--- src/rtl/afe_i2c_pkg.sv ---
package afe_i2c_pkg;

    typedef enum logic [3:0] {
        ST_IDLE,
        ST_DEV,
        ST_DEV_ACK,
        ST_PTR,
        ST_PTR_ACK,
        ST_WR,
        ST_WR_ACK,
        ST_RD,
        ST_RD_ACK
    } bus_state_t;

    localparam logic [7:0] A_ID   = 8'h00;
    localparam logic [7:0] A_STAT = 8'h01;
    localparam logic [7:0] A_AMUX = 8'h03;
    localparam logic [7:0] A_CTRL = 8'h04;
    localparam logic [7:0] A_FEAT = 8'h07;
    localparam logic [7:0] A_WEN  = 8'h08;

    localparam logic [7:0] MASK_AMUX = 8'hCF;
    localparam logic [7:0] MASK_CTRL = 8'h80;
    localparam logic [7:0] MASK_FEAT = 8'hE7;
    localparam logic [7:0] MASK_WEN  = 8'h98;

    localparam int KEY_BIT  = 7;
    localparam int XOT_BIT  = 5;
    localparam int IOT_BIT  = 4;
    localparam int ID_BIT   = 5;
    localparam int WAKE_BIT = 4;

endpackage

--- src/rtl/afe_i2c_deglitch.sv ---
module afe_i2c_deglitch #(
    parameter int STABLE = 3
) (
    input  logic clk,
    input  logic rst_n,
    input  logic din,
    output logic dout
);
    localparam int CW = $clog2(STABLE + 1);

    logic [1:0]    sync;
    logic [CW-1:0] run;

    always_ff @(posedge clk or negedge rst_n) begin
        if (!rst_n) begin
            sync <= 2'b11;
            dout <= 1'b1;
            run  <= '0;
        end else begin
            sync <= {sync[0], din};
            if (sync[1] == dout) begin
                run <= '0;
            end else if (run == CW'(STABLE - 1)) begin
                dout <= sync[1];
                run  <= '0;
            end else begin
                run <= run + 1'b1;
            end
        end
    end
endmodule

--- src/rtl/afe_i2c_engine.sv ---
module afe_i2c_engine
    import afe_i2c_pkg::*;
#(
    parameter logic [6:0] DEV_ADDR = 7'h28,
    parameter logic [7:0] LAST_REG = 8'h0A
) (
    input  logic       clk,
    input  logic       rst_n,
    input  logic       scl_f,
    input  logic       sda_f,
    input  logic [7:0] rd_data,
    output logic [7:0] reg_ptr,
    output logic       rd_stb,
    output logic       wr_stb,
    output logic [7:0] wr_data,
    output logic       sda_oe
);
    bus_state_t state, state_n;
    logic       scl_d, sda_d;
    logic [3:0] cnt;
    logic [7:0] sh;
    logic [7:0] tx;
    logic       rw;
    logic       nack;

    logic start_ev, stop_ev, rise, fall, rx_phase, byte_done;
    logic [7:0] ptr_next;

    assign start_ev  = scl_f && scl_d && sda_d && !sda_f;
    assign stop_ev   = scl_f && scl_d && !sda_d && sda_f;
    assign rise      = scl_f && !scl_d;
    assign fall      = !scl_f && scl_d;
    assign rx_phase  = (state == ST_DEV) || (state == ST_PTR) || (state == ST_WR);
    assign byte_done = fall && (cnt == 4'd8);
    assign ptr_next  = (reg_ptr == LAST_REG) ? 8'h00 : reg_ptr + 8'h01;

    // next-state logic
    always_comb begin
        state_n = state;
        if (stop_ev) begin
            state_n = ST_IDLE;
        end else if (start_ev) begin
            state_n = ST_DEV;
        end else begin
            unique case (state)
                ST_IDLE:    state_n = ST_IDLE;
                ST_DEV:     if (byte_done)
                                state_n = (sh[7:1] == DEV_ADDR) ? ST_DEV_ACK : ST_IDLE;
                ST_DEV_ACK: if (fall) state_n = rw ? ST_RD : ST_PTR;
                ST_PTR:     if (byte_done) state_n = ST_PTR_ACK;
                ST_PTR_ACK: if (fall) state_n = ST_WR;
                ST_WR:      if (byte_done) state_n = ST_WR_ACK;
                ST_WR_ACK:  if (fall) state_n = ST_WR;
                ST_RD:      if (fall && cnt == 4'd7) state_n = ST_RD_ACK;
                ST_RD_ACK:  if (fall) state_n = nack ? ST_IDLE : ST_RD;
                default:    state_n = ST_IDLE;
            endcase
        end
    end

    // state register
    always_ff @(posedge clk or negedge rst_n) begin
        if (!rst_n) state <= ST_IDLE;
        else        state <= state_n;
    end

    assign rd_stb  = fall && !stop_ev && !start_ev &&
                     (((state == ST_DEV_ACK) && rw) || ((state == ST_RD_ACK) && !nack));
    assign wr_stb  = (state == ST_WR) && byte_done;
    assign wr_data = sh;

    // datapath registers
    always_ff @(posedge clk or negedge rst_n) begin
        if (!rst_n) begin
            scl_d   <= 1'b1;
            sda_d   <= 1'b1;
            cnt     <= '0;
            sh      <= '0;
            tx      <= '0;
            rw      <= 1'b0;
            nack    <= 1'b0;
            reg_ptr <= '0;
        end else begin
            scl_d <= scl_f;
            sda_d <= sda_f;
            if (start_ev || (state_n != state)) begin
                cnt <= '0;
            end else if (rx_phase && rise) begin
                cnt <= cnt + 4'd1;
            end else if ((state == ST_RD) && fall) begin
                cnt <= cnt + 4'd1;
            end
            if (rx_phase && rise) sh <= {sh[6:0], sda_f};
            if ((state == ST_DEV) && byte_done) rw <= sh[0];
            if ((state == ST_RD_ACK) && rise) nack <= sda_f;
            if ((state == ST_PTR) && byte_done) begin
                reg_ptr <= sh;
            end else if (rd_stb || wr_stb) begin
                reg_ptr <= ptr_next;
            end
            if (rd_stb) begin
                tx <= rd_data;
            end else if ((state == ST_RD) && fall && (cnt != 4'd7)) begin
                tx <= {tx[6:0], 1'b0};
            end
        end
    end

    // outputs
    always_comb begin
        unique case (state)
            ST_DEV_ACK, ST_PTR_ACK, ST_WR_ACK: sda_oe = 1'b1;
            ST_RD:                             sda_oe = !tx[7];
            default:                           sda_oe = 1'b0;
        endcase
    end
endmodule

--- src/rtl/afe_i2c_bank.sv ---
module afe_i2c_bank
    import afe_i2c_pkg::*;
(
    input  logic       clk,
    input  logic       rst_n,
    input  logic [7:0] addr,
    input  logic       rd_stb,
    input  logic       wr_stb,
    input  logic [7:0] wr_data,
    input  logic       ext_hot_i,
    input  logic       int_hot_i,
    input  logic       wake_lvl_i,
    output logic [7:0] rd_data,
    output logic [7:0] amux_q,
    output logic [7:0] ctrl_q,
    output logic [7:0] feat_q,
    output logic [7:0] wen_q,
    output logic       xot_q,
    output logic       iot_q
);
    logic stat_read;
    assign stat_read = rd_stb && (addr == A_STAT);

    always_ff @(posedge clk or negedge rst_n) begin
        if (!rst_n) begin
            amux_q <= '0;
            ctrl_q <= '0;
            feat_q <= '0;
            wen_q  <= '0;
        end else if (wr_stb) begin
            unique case (addr)
                A_AMUX:  amux_q <= wr_data & MASK_AMUX;
                A_CTRL:  ctrl_q <= wr_data & MASK_CTRL;
                A_FEAT:  if (wen_q[KEY_BIT]) feat_q <= wr_data & MASK_FEAT;
                A_WEN:   wen_q  <= wr_data & MASK_WEN;
                default: ;
            endcase
        end
    end

    // sticky status: set by condition, cleared by a read once condition is gone
    always_ff @(posedge clk or negedge rst_n) begin
        if (!rst_n) begin
            xot_q <= 1'b0;
            iot_q <= 1'b0;
        end else begin
            xot_q <= ext_hot_i || (xot_q && !stat_read);
            iot_q <= int_hot_i || (iot_q && !stat_read);
        end
    end

    always_comb begin
        rd_data = '0;
        unique case (addr)
            A_ID: begin
                rd_data[ID_BIT]   = 1'b1;
                rd_data[WAKE_BIT] = wake_lvl_i;
            end
            A_STAT: begin
                rd_data[XOT_BIT] = xot_q;
                rd_data[IOT_BIT] = iot_q;
            end
            A_AMUX:  rd_data = amux_q;
            A_CTRL:  rd_data = ctrl_q;
            A_FEAT:  rd_data = feat_q;
            A_WEN:   rd_data = wen_q;
            default: rd_data = '0;
        endcase
    end
endmodule

--- src/rtl/afe_i2c_regfile.sv ---
module afe_i2c_regfile #(
    parameter logic [6:0] DEV_ADDR = 7'h28,
    parameter logic [7:0] LAST_REG = 8'h0A,
    parameter int         FILT_LEN = 3
) (
    input  logic       clk,
    input  logic       rst_n,
    input  logic       scl_in,
    input  logic       sda_in,
    output logic       sda_oe,
    input  logic       ext_hot_i,
    input  logic       int_hot_i,
    input  logic       wake_lvl_i,
    output logic [7:0] amux_q,
    output logic [7:0] ctrl_q,
    output logic [7:0] feat_q,
    output logic [7:0] wen_q
);
    localparam int NLINES = 2;

    logic [NLINES-1:0] line_raw, line_f;
    logic [7:0] reg_ptr, rd_data, wr_data;
    logic       rd_stb, wr_stb;
    logic       xot_q, iot_q;

    assign line_raw = {sda_in, scl_in};

    for (genvar g = 0; g < NLINES; g++) begin : g_filt
        afe_i2c_deglitch #(.STABLE(FILT_LEN)) u_flt (
            .clk  (clk),
            .rst_n(rst_n),
            .din  (line_raw[g]),
            .dout (line_f[g])
        );
    end

    afe_i2c_engine #(.DEV_ADDR(DEV_ADDR), .LAST_REG(LAST_REG)) u_eng (
        .clk    (clk),
        .rst_n  (rst_n),
        .scl_f  (line_f[0]),
        .sda_f  (line_f[1]),
        .rd_data(rd_data),
        .reg_ptr(reg_ptr),
        .rd_stb (rd_stb),
        .wr_stb (wr_stb),
        .wr_data(wr_data),
        .sda_oe (sda_oe)
    );

    afe_i2c_bank u_bank (
        .clk       (clk),
        .rst_n     (rst_n),
        .addr      (reg_ptr),
        .rd_stb    (rd_stb),
        .wr_stb    (wr_stb),
        .wr_data   (wr_data),
        .ext_hot_i (ext_hot_i),
        .int_hot_i (int_hot_i),
        .wake_lvl_i(wake_lvl_i),
        .rd_data   (rd_data),
        .amux_q    (amux_q),
        .ctrl_q    (ctrl_q),
        .feat_q    (feat_q),
        .wen_q     (wen_q),
        .xot_q     (xot_q),
        .iot_q     (iot_q)
    );
endmodule

--- config.mk ---
export PLATFORM = sky130hd
export DESIGN_NAME = afe_i2c_regfile
export DESIGN_NICKNAME = d
export VERILOG_FILES = /design/src/rtl/afe_i2c_pkg.sv /design/src/rtl/afe_i2c_deglitch.sv /design/src/rtl/afe_i2c_engine.sv /design/src/rtl/afe_i2c_bank.sv /design/src/rtl/afe_i2c_regfile.sv
export SDC_FILE = /design/constraint.sdc
export NUM_CORES = 1
export LEC_CHECK = 0
export ABC_AREA = 0
export CORE_ASPECT_RATIO = 1.25
export CORE_UTILIZATION = 46
export DETAILED_ROUTE_END_ITERATION = 10
export GPL_ROUTABILITY_DRIVEN = 1
export PLACE_DENSITY = 0.67
export REMOVE_ABC_BUFFERS = 1
export SYNTH_ARGS = -nofsm -noshare
export SYNTH_HDL_FRONTEND = slang
export SYNTH_HIERARCHICAL = 1
export SYNTH_SLANG_ARGS = --single-unit
--- constraint.sdc ---
create_clock -name clk -period 3.7 [get_ports clk]
set_input_delay 0.555 -clock clk [delete_from_list [all_inputs] [get_ports clk]]
set_output_delay 0.555 -clock clk [all_outputs]
set_load 0.01 [all_outputs]
==> results by group <==
Placed design
  – Port bufs: 23
  – Gpl congestion: 0.832
  – HPWL Detailed: 5450 um

Timing
  – Final worst path period need: 2.90 ns
  – Endpoints failing hold: 0
  – Setup violations, final: 0
  – Setup_tns: 0 ns
  – Worst hold slack: 0.304 ns
  – Final period utilization: 0.783
  – Max-slew violation count: 0
  – Fmax: 0.345 GHz
  – Worst Tran Pin Value: 0.818 ns
  – RSZ-0062 raised after global routing: false
  – Max_slew headroom: 0.455
  – Final clock skew: 0.0142 ns

Drt
  – Detailed-route wire length: 7900 um
  – Remaining DRCs: 0
  – Via density: 5.70
  – Post-DR wirelength/cell: 17.3 um
  – Remaining antenna violation count: 0
  – DR iter-0 viols: 142
  – DRT Pass-1 Iters: 4
  – DR vias: 2,603

Synth
  – Synth warnings: 6
  – Number of synthesized flops with an enable pin: 0
  – Post-synthesis cell type count: 64
  – Count leader, synth: dfrtp_1
  – Ys flop type: dfrtp_1
  – Flops & latches, synth: 64
  – Post-synth top cells: dfrtp_1, mux2_2, nand2_1, nor2_1, buf_4
  – Cell taking the most area after synthesis: dfrtp_1
  – Ranking of synthesized cells by area: dfrtp_1, mux2_2, dfstp_2, buf_4, mux2i_1
  – Ys async rst share: 1.00
  – Syn_area_per_cell: 10.6 sq um
  – Syn Inst Count: 340
  – Synthesized area: 3610 sq um
  – Seq/Total Area, Yosys: 0.446
  – Top cell type's share of synthesized area: 0.388

Clock tree
  – Reg clk slew, reported paths: 0.08 ns
  – CTS root buffer: clkbuf_8
  – H-Tree Depth: 3
  – TritonCTS Buffers: 9
  – Post-CTS Resized: 0
  – Hold_buf cts: 0
  – Total setup buffers inserted after CTS: 0
  – Clk buf depth: 2
  – TritonCTS clock tree: done
  – Clk_lat worst skew: 0.34 ns
  – Clk sink count: 64

Critical path
  – Cell with the largest stage delay on the worst path: dfrtp_1
  – CP endpoint kind: output pin
  – Cells on worst reg2reg path: 9
  – FF-to-FF Start: u_eng/cnt[0]
  – CP Cell Sequence: inv_1 > o21ai_0 > a2bb2oi_1 > nor2_1 > clkdlybuf4s50_1
  – CP max stage delay: 0.74 ns
  – Worst setup SP type: flip-flop
  – Worst path arrival time: 2.34 ns
  – R2r setup slk: 1.03 ns
  – Worst r2r dst: u_bank/amux_q[2]
  – CP Max Fanout: 19
  – Worst EP required: 3.14 ns
  – Crit Path Category: flip-flop to output pin

Pwr
  – PwrDens: 482 nW/um^2
  – Worst vdd ir: 0.000355 V
  – Lkg Pwr: 1.66 nW

Finish
  – ANT cells: 0
  – Final net count: 371
  – Fill count: 666
  – Area growth from synthesis to final layout: 11.5%
  – Fin util: 0.538
  – Fraction of layout cells with a size suffix above 1: 0.192

Die
  – Std-Cell Rows: 35
  – Core Region: 7490 sq um
  – DIE HEIGHT: 101 um
  – Ports: 40
  – Chip Width: 81.3 um
  – Die area: 8220 sq um
  – Initial core utilization: 0.483

Global routing
  – Vias in the first global route: 2,599
  – Total GRT Usage: 0.215
  – First-pass GRT wire length: 13,200 um
  – Initial antenna violation count: 0
  – Overflow after GRT: 0
  – Largest net degree at the start of global routing: 38

Job
  – Max Cap Viol: 0

Status
  – Outcome: finished clean

Worst hold path
  – Hold Crit Class: primary input to async pin
cell families (layout without fill, tap and decap cells):
logic type                 count (synthesis)  in the layout  synth area share
AOI/OAI and AO/OA                         64             64             0.132
other                                      1             16           0.00104
adders and majority gates                  4              4            0.0138
and+or+nand+nor                          124            124             0.214
xor gates and xnor gates                   7              7            0.0170
muxes                                     37             37             0.114
buffers and inverters                     39             49            0.0623
DFF                                       64             64             0.446
cells in the final DEF (no fill, tap or decap), types with 4 or more instances in the layout:
cell             instances
conb_1                  16
clkdlybuf4s50_1         22
nor2_1                  20
inv_1                    7
mux2i_1                  9
ha_1                     4
nand3_1                  5
nor4_1                   4
dfrtp_1                 56
nand4_1                  5
xnor2_1                  6
nand3b_1                 5
dfstp_2                  8
o21ai_1                  4
nand2_1                 23
mux2_2                  26
nor4b_1                  8
a22oi_1                  9
nor2b_1                  5
nor3_1                   8
nand2b_1                 9
clkbuf_8                 9
a21oi_1                  8
o21ai_0                 12
nor3b_1                  5
power breakdown:
| part | internal [mW] | switching (mW) | total (mW) |
|---|---|---|---|
| Sequential | 0.805 | 0.163 | 0.968 |
| Clock | 0.311 | 0.291 | 0.602 |
| Combinational | 0.185 | 0.191 | 0.376 |
flip-flops by register name (all words and copies together), names as in the netlist, 2 cells and up:
name / flops
u_eng/state: 4
g_filt.u_flt/run: 4
u_bank/wen_q: 3
g_filt.u_flt/dout: 2
u_eng/tx: 8
u_eng/reg_ptr: 8
u_eng/wr_data: 8
g_filt.u_flt/sync: 4
u_eng/cnt: 4
u_bank/amux_q: 6
u_bank/feat_q: 6
per-layer routing:
layer | vias up | global-route usage | share of wire | wire (um)
li1 | 1253 | - | - | -
met3 | 9 | 0.0290 | 0.036 | 284
met2 | 63 | 0.352 | 0.50 | 3980
met1 | 1278 | 0.284 | 0.44 | 3510
met4 | 0 | 0.0879 | 0.016 | 123
met5 | - | 0 | 0 | 0
worst max-delay path: cells and delay by family, from the launching register on:
family                 cells  cell delay, ns
buffers and inverters      2            0.80
flip-flops                 1            0.74
AO/OA/AOI/OAI              2            0.32
AND/OR/NAND/NOR            1            0.14
through the flow:
step	power, mW	instances	worst slack, ns	instance area [sq um]
2_1_floorplan	1.21	323	1.39	3470
3_3_place_gp	1.34	441	1.10	3830
3_5_place_dp	1.36	441	1.05	3830
4_1_cts	1.96	457	0.807	4030
5_1_grt	2.04	457	0.591	4030
6_report	1.95	457	0.802	4030
worst max path at each step:
stage                   start               end  slack [ns]  depth (start not counted)
2_1_floorplan    u_eng/cnt[0]  u_bank/amux_q[0]        1.39                          9
3_3_place_gp     u_eng/cnt[0]  u_bank/amux_q[0]        1.10                          9
3_5_place_dp     u_eng/cnt[0]  u_bank/amux_q[3]        1.05                          9
4_1_cts        u_eng/state[2]            sda_oe        0.81                          5
5_1_grt        u_eng/state[2]            sda_oe        0.59                          5
6_report       u_eng/state[2]            sda_oe        0.80                          5
area by class of cell:
cell class                 instances  area, sq um  share of cell area
sequential                        64         1610               0.400
multi-input combinational        252         1830               0.455
clock inverter                     7         72.6              0.0180
timing repair buffer              26          248              0.0615
tap                               92          115              0.0286
inverter                           7         26.3             0.00652
clock buffer                       9          124              0.0307
Power figures use the tool's default switching activity.
